**config.mk**
```make
export PLATFORM = sky130hd
export DESIGN_NAME = updn_evt_timer
export DESIGN_NICKNAME = d
export VERILOG_FILES = /design/src/rtl/updn_tmr_pkg.sv /design/src/rtl/tmr_pin_sync.sv /design/src/rtl/tmr_quad_fsm.sv /design/src/rtl/tmr_prescale.sv /design/src/rtl/tmr_count_core.sv /design/src/rtl/updn_evt_timer.sv
export SDC_FILE = /design/constraint.sdc
export NUM_CORES = 1
export LEC_CHECK = 0
export BUFFER_PORTS_ARGS = -buffer_cell sky130_fd_sc_hd__buf_2
export CAP_MARGIN = 20
export CORE_MARGIN = 5
export CORE_UTILIZATION = 48
export CTS_CLUSTER_SIZE = 10
export DETAILED_ROUTE_END_ITERATION = 10
export GPL_ROUTABILITY_DRIVEN = 0
export HOLD_SLACK_MARGIN = 0.03
export PLACE_DENSITY = 0.69
export SYNTH_ARGS = -nofsm -noshare
export SYNTH_HDL_FRONTEND = slang
export SYNTH_HIERARCHICAL = 1
export SYNTH_SLANG_ARGS = --single-unit
```
**constraint.sdc**
```tcl
create_clock -name clk -period 3.2 [get_ports clk]
set_input_delay 0.48 -clock clk [delete_from_list [all_inputs] [get_ports clk]]
set_output_delay 0.48 -clock clk [all_outputs]
set_load 0.005 [all_outputs]
```
**src/rtl/updn_tmr_pkg.sv**
```systemverilog
package updn_tmr_pkg;

    localparam int PRE_W = 3;

    typedef enum logic [2:0] {
        INT_REG     = 3'b000,
        EXT_REG     = 3'b001,
        INT_PIN     = 3'b010,
        EXT_PIN     = 3'b011,
        CASCADE     = 3'b100,
        EXT_REG_ALT = 3'b101,
        LOCKSTEP    = 3'b110,
        QUAD        = 3'b111
    } src_mode_e;

    typedef enum logic [1:0] {
        PH_00 = 2'b00,
        PH_01 = 2'b01,
        PH_10 = 2'b10,
        PH_11 = 2'b11
    } quad_ph_e;

    typedef struct packed {
        logic             run;
        logic             up;
        src_mode_e        mode;
        logic [PRE_W-1:0] pre;
    } ctl_t;

endpackage

```
**src/rtl/tmr_pin_sync.sv**
```systemverilog
module tmr_pin_sync #(
    parameter int W      = 2,
    parameter int STAGES = 2
) (
    input  logic         clk,
    input  logic         rst_n,
    input  logic [W-1:0] pin_i,
    output logic [W-1:0] lvl_o
);

    for (genvar g = 0; g < W; g++) begin : g_bit
        logic [STAGES-1:0] sh_q;

        always_ff @(posedge clk or negedge rst_n) begin
            if (!rst_n) sh_q <= '0;
            else        sh_q <= {sh_q[STAGES-2:0], pin_i[g]};
        end

        assign lvl_o[g] = sh_q[STAGES-1];
    end

endmodule

```
**src/rtl/tmr_quad_fsm.sv**
```systemverilog
module tmr_quad_fsm
    import updn_tmr_pkg::*;
(
    input  logic clk,
    input  logic rst_n,
    input  logic a_i,
    input  logic b_i,
    output logic step_o,
    output logic up_o
);

    quad_ph_e ph_q;
    quad_ph_e ph_now;

    assign ph_now = quad_ph_e'({a_i, b_i});

    // state register: always follows the sampled phase, so a skip resynchronises
    always_ff @(posedge clk or negedge rst_n) begin
        if (!rst_n) ph_q <= PH_00;
        else        ph_q <= ph_now;
    end

    // outputs: forward ring counts up, reverse ring counts down, skip and hold give nothing
    always_comb begin
        step_o = 1'b0;
        up_o   = 1'b0;
        unique case (ph_q)
            PH_00: begin
                if (ph_now == PH_10)      begin step_o = 1'b1; up_o = 1'b1; end
                else if (ph_now == PH_01) begin step_o = 1'b1; up_o = 1'b0; end
            end
            PH_10: begin
                if (ph_now == PH_11)      begin step_o = 1'b1; up_o = 1'b1; end
                else if (ph_now == PH_00) begin step_o = 1'b1; up_o = 1'b0; end
            end
            PH_11: begin
                if (ph_now == PH_01)      begin step_o = 1'b1; up_o = 1'b1; end
                else if (ph_now == PH_10) begin step_o = 1'b1; up_o = 1'b0; end
            end
            PH_01: begin
                if (ph_now == PH_00)      begin step_o = 1'b1; up_o = 1'b1; end
                else if (ph_now == PH_11) begin step_o = 1'b1; up_o = 1'b0; end
            end
        endcase
    end

endmodule

```
**src/rtl/tmr_prescale.sv**
```systemverilog
module tmr_prescale #(
    parameter int BASE_LOG = 2,
    parameter int SEL_W    = 3
) (
    input  logic             clk,
    input  logic             rst_n,
    input  logic             clr_i,
    input  logic             run_i,
    input  logic [SEL_W-1:0] sel_i,
    output logic             tick_o
);

    localparam int DIV_W = BASE_LOG + (1 << SEL_W) - 1;

    logic [DIV_W-1:0] div_q;
    logic [DIV_W-1:0] mask;

    always_comb begin
        mask = '0;
        for (int i = 0; i < DIV_W; i++) begin
            mask[i] = (i < BASE_LOG + int'(sel_i));
        end
    end

    always_ff @(posedge clk or negedge rst_n) begin
        if (!rst_n)                 div_q <= '0;
        else if (clr_i || !run_i)   div_q <= '0;
        else                        div_q <= div_q + 1'b1;
    end

    assign tick_o = run_i && ((div_q & mask) == mask);

endmodule

```
**src/rtl/tmr_count_core.sv**
```systemverilog
module tmr_count_core #(
    parameter int W = 16
) (
    input  logic         clk,
    input  logic         rst_n,
    input  logic         ld_i,
    input  logic [W-1:0] ld_val_i,
    input  logic         step_i,
    input  logic         up_i,
    output logic [W-1:0] cnt_o,
    output logic         ovf_o,
    output logic         unf_o
);

    localparam logic [W-1:0] TOP = '1;

    always_ff @(posedge clk or negedge rst_n) begin
        if (!rst_n) begin
            cnt_o <= '0;
            ovf_o <= 1'b0;
            unf_o <= 1'b0;
        end else begin
            ovf_o <= 1'b0;
            unf_o <= 1'b0;
            if (ld_i) begin
                cnt_o <= ld_val_i;
            end else if (step_i) begin
                if (up_i) begin
                    cnt_o <= cnt_o + 1'b1;
                    ovf_o <= (cnt_o == TOP);
                end else begin
                    cnt_o <= cnt_o - 1'b1;
                    unf_o <= (cnt_o == '0);
                end
            end
        end
    end

endmodule

```
**src/rtl/updn_evt_timer.sv**
```systemverilog
module updn_evt_timer
    import updn_tmr_pkg::*;
#(
    parameter int CNT_W    = 16,
    parameter int BASE_LOG = 2
) (
    input  logic             clk,
    input  logic             rst_n,
    input  logic             ctl_we,
    input  logic [7:0]       ctl_wdata,
    input  logic             cnt_we,
    input  logic [CNT_W-1:0] cnt_wdata,
    input  logic             ext_clk_i,
    input  logic             ext_dir_i,
    input  logic             peer_ovf_i,
    input  logic             peer_tick_i,
    input  logic             peer_up_i,
    output logic [CNT_W-1:0] count_o,
    output logic             ovf_o,
    output logic             unf_o
);

    ctl_t       ctl_q;
    logic [1:0] pin_lvl;
    logic       clk_prev_q;
    logic       ext_edge;
    logic       pre_tick;
    logic       pre_run;
    logic       q_step;
    logic       q_up;
    logic       evt;
    logic       dir_up;
    logic       step;

    always_ff @(posedge clk or negedge rst_n) begin
        if (!rst_n)      ctl_q <= '0;
        else if (ctl_we) ctl_q <= ctl_t'(ctl_wdata);
    end

    tmr_pin_sync #(.W(2), .STAGES(2)) u_sync (
        .clk   (clk),
        .rst_n (rst_n),
        .pin_i ({ext_dir_i, ext_clk_i}),
        .lvl_o (pin_lvl)
    );

    always_ff @(posedge clk or negedge rst_n) begin
        if (!rst_n) clk_prev_q <= 1'b0;
        else        clk_prev_q <= pin_lvl[0];
    end

    assign ext_edge = pin_lvl[0] ^ clk_prev_q;

    assign pre_run = ctl_q.run &&
                     (ctl_q.mode == INT_REG || ctl_q.mode == INT_PIN);

    tmr_prescale #(.BASE_LOG(BASE_LOG), .SEL_W(PRE_W)) u_pre (
        .clk    (clk),
        .rst_n  (rst_n),
        .clr_i  (ctl_we),
        .run_i  (pre_run),
        .sel_i  (ctl_q.pre),
        .tick_o (pre_tick)
    );

    tmr_quad_fsm u_quad (
        .clk    (clk),
        .rst_n  (rst_n),
        .a_i    (pin_lvl[0]),
        .b_i    (pin_lvl[1]),
        .step_o (q_step),
        .up_o   (q_up)
    );

    // source and direction selection per mode
    always_comb begin
        evt    = 1'b0;
        dir_up = ctl_q.up;
        unique case (ctl_q.mode)
            INT_REG:     begin evt = pre_tick;    dir_up = ctl_q.up;   end
            EXT_REG:     begin evt = ext_edge;    dir_up = ctl_q.up;   end
            INT_PIN:     begin evt = pre_tick;    dir_up = pin_lvl[1]; end
            EXT_PIN:     begin evt = ext_edge;    dir_up = pin_lvl[1]; end
            CASCADE:     begin evt = peer_ovf_i;  dir_up = ctl_q.up;   end
            EXT_REG_ALT: begin evt = ext_edge;    dir_up = ctl_q.up;   end
            LOCKSTEP:    begin evt = peer_tick_i; dir_up = peer_up_i;  end
            QUAD:        begin evt = q_step;      dir_up = q_up;       end
        endcase
    end

    assign step = ctl_q.run && evt;

    tmr_count_core #(.W(CNT_W)) u_core (
        .clk      (clk),
        .rst_n    (rst_n),
        .ld_i     (cnt_we),
        .ld_val_i (cnt_wdata),
        .step_i   (step),
        .up_i     (dir_up),
        .cnt_o    (count_o),
        .ovf_o    (ovf_o),
        .unf_o    (unf_o)
    );

endmodule

```
==> impl_metrics.json <==
{
  "status": "complete, but fails checks",
  "violations": "setup timing",
  "cts_tree": "yes",
  "crit_start": "u_sync/g_bit[1].sh_q[1]",
  "drt_pre_antenna_iters": 4,
  "grt_use_total": 0.1991,
  "vias": 2638,
  "nets": 450,
  "cts.sinks": 42,
  "syn-instance-count": 296,
  "drtIter0Drc": 111,
  "post_synth.cell_area_avg_um2": 9.553,
  "ff2ff_path_depth": 16,
  "synth_cell_types": 49,
  "synth_nets": 357,
  "min-delay-path-class": "input pin to flip-flop",
  "multiInputGateArea_um2": 1994,
  "r2r_end": "u_core/cnt_o[15]",
  "crit_required_ns": 3.39,
  "row_count": 28,
  "start_util": 0.4862,
  "synth_xor_xnor_area_share": 0.06195,
  "finalHoldViolations": 0,
  "vias_per_cell": 5.673,
  "synth_edf_count": 0,
  "ys_seq_elements": 42,
  "fmax_ghz": 0.2986,
  "ir_drop_mv": 0.3674,
  "cts_root_buffer": "clkbuf_8",
  "synth-adder-area-share": 0.1265,
  "fin_crit_ns": 3.349,
  "synthFlopType": "dfrtp_1",
  "nFillCells": 422,
  "cellLeakagePower_uw": 0.001771,
  "start_kind": "flip-flop",
  "yosys.area_share.simple": 0.1420,
  "area_growth_pct": 40.88,
  "min_period_over_period": 1.046,
  "slew_headroom": 0.6463,
  "place_area_um2": 3364,
  "wl_per_cell_um": 17.07,
  "fin_tns_setup_ns": -0.4966,
  "grt_pass1_wl_um": 11770,
  "regArea_um2": 1051,
  "synth_top_family_by_area": "compound AO/OA/AOI/OAI gates",
  "grt_use_met1": 0.2319,
  "die_h_um": 86.76,
  "cap_violations": 0,
  "rsz0062_at_grt": "yes",
  "drc": 0,
  "r2r_slack_ns": -0.15,
  "path_max_fanout": 8,
  "antenna_cells": 0,
  "async_flop_share": 1.000,
  "core-area_um2": 5816,
  "powerDensity_nw_per_um2": 607.8,
  "use_met2": 0.3630,
  "die_area_um2": 7526,
  "io_buffers": 50,
  "ys_warn_count": 6,
  "worstSetupPathType": "flip-flop to flip-flop",
  "cts-buffers-inserted": 5,
  "hold_ws_ns": 0.2901,
  "synth_compound_area_frac": 0.1788,
  "drive_gt1_frac": 0.4462,
  "grt_pass1_vias": 2560,
  "finalWirelength_um": 7938,
  "gr-total-overflow": 0,
  "htree_levels": 2,
  "worst_pin_slew_ns": 0.5287,
  "reg2reg_from": "u_sync/g_bit[1].sh_q[1]",
  "antenna_found_initial": 0,
  "use_met3": 0.02947,
  "cts_buffer_depth": 2,
  "postRouteAntennaNets": 0,
  "cp.arrival_ns": 3.53,
  "crit_path_end_kind": "flip-flop",
  "worstSetupEndpoint": "u_core/cnt_o[15]",
  "die_w_um": 86.76,
  "grt.busiest_layer": "met2",
  "muxShareOfSynthArea": 0.06947,
  "worst_slack_ns": -0.1487,
  "grt_max_degree": 43,
  "path_clk_slew_ns": 0.09,
  "clk_latency_ns": 0.30,
  "place_hpwl_um": 5206,
  "finalSetupViolCount": 8,
  "syn-cell-area_um2": 2828,
  "final_max_slew_viol_count": 0,
  "io_pins": 51,
  "ys_seq_area_frac": 0.3717,
  "stdcell_area_um2": 3984,
  "clock_skew_ns": 0.008989
}
[per-stage QoR]
step                cells  power, uW  setup slack (ns)    util
floorplan             296       1253         -0.003096       -
global placement      442       1613          -0.07349  0.5785
detailed placement    442       1631           -0.1770  0.5785
CTS                   457       2146          -0.05019  0.6312
global route          465       2560           -0.2460  0.6850
finish                465       2422           -0.1487  0.6850
[routing by layer]
metal / part of all wire / routed length [um] / up-vias
met4: 0.033 / 259 / 0
met2: 0.51 / 4017 / 85
met3: 0.050 / 399 / 22
li1: - / - / 1249
met5: 0 / 0 / -
met1: 0.41 / 3262 / 1282
[kinds of logic (layout without fill, tap and decap cells)]
group / after synthesis / count (layout)
xor+xnor: 20 / 20
flops: 42 / 42
buf+inv: 30 / 124
mux: 18 / 18
simple gates: 82 / 82
fa+ha+maj: 28 / 28
compound gates: 76 / 76
[cell usage after synthesis, types with 4 or more instances]
master    number  area [um2]
a211oi_1       4       30.03
a21oi_1       16       80.08
a22oi_1        6       45.04
buf_2          4       20.02
buf_4          4       30.03
clkbuf_1       5       18.77
dfrtp_1       42        1051
ha_1          27       337.8
inv_1         16       60.06
mux2_2         9       101.4
mux2i_1        8       80.08
nand2_1       24       90.09
nand4_1        8       50.05
nor2_1        22       82.58
nor4_1         8       50.05
o21ai_0       17       85.08
o21ai_1        8       40.04
xnor2_1       13       113.9
xor2_1         7       61.31
[layout by cell type (no fill, tap or decap), types with 3 or more instances in the layout]
cell type,instances
mux2_2,9
ha_1,16
nand4_1,8
o21ai_0,13
nand2_2,3
xnor2_1,12
a22oi_1,6
or3_1,3
ha_2,3
o21ai_1,9
nand2_1,19
nor4_1,6
xor2_1,7
buf_2,50
nor2_1,19
dfrtp_1,42
buf_6,10
a221o_1,3
a21oi_1,7
a21o_1,3
a21oi_4,5
nand3_1,3
inv_2,3
mux2i_1,8
ha_4,8
a21oi_2,5
buf_4,37
nor2_2,3
clkbuf_8,6
inv_1,12
o21ai_2,3
[layout make-up]
type	instances	share of cell area
Clock buffer	6	0.02073
Clock inverter	2	0.003141
Inverter	16	0.01602
Multi-Input combinational cell	224	0.5006
Sequential cell	42	0.2638
Tap cell	75	0.02356
Timing Repair Buffer	100	0.1721
[state kept, by name, indices dropped and copies added, names as in the netlist]
name	cells
u_core/cnt_o	16
u_pre/div_q	9
ctl_q	8
u_sync/g_bit.sh_q	4
u_quad/ph_q	2
clk_prev_q	1
u_core/ovf_o	1
u_core/unf_o	1
[power by group]
group | internal [uW] | switching (uW)
clock network | 174 | 194
logic | 715 | 655
registers | 588 | 95.6
[what timing repair did]
item / CTS / global route
buffers inserted: 7 / 8
hold buffers: 0 / 1
setup endpoints to repair: 9 / 13
endpoints found under the hold margin: 0 / 3
gates cloned: 0 / 0
pin swaps: 13 / 30
gates resized for setup: 29 / 50
[worst max-delay path: stages, from the launching register on]
cell,delay [ns]
dfrtp_1,0.43
ha_2,0.20
a222oi_1,0.35
mux2i_1,0.12
mux2i_1,0.15
a21oi_1,0.09
mux2_4,0.28
clkinvlp_4,0.18
buf_6,0.13
ha_4,0.16
nand2_4,0.06
buf_6,0.11
o21a_4,0.22
o21a_4,0.25
o2bb2ai_4,0.16
nor3_2,0.05
a221o_1,0.28
[how the worst min path moves through the flow]
stage                                    endpoint  slack [ns]  cells past startpoint                    start
after floorplan                        clk_prev_q        0.18                      0                    rst_n
after global placement    u_sync/g_bit[0].sh_q[1]        0.33                      0  u_sync/g_bit[0].sh_q[0]
after detailed placement  u_sync/g_bit[0].sh_q[1]        0.33                      0  u_sync/g_bit[0].sh_q[0]
after CTS                 u_sync/g_bit[0].sh_q[0]        0.28                      1                ext_clk_i
after global routing      u_sync/g_bit[0].sh_q[0]        0.28                      1                ext_clk_i
final                     u_sync/g_bit[0].sh_q[0]        0.29                      1                ext_clk_i
(Power assumes the default switching activity.)
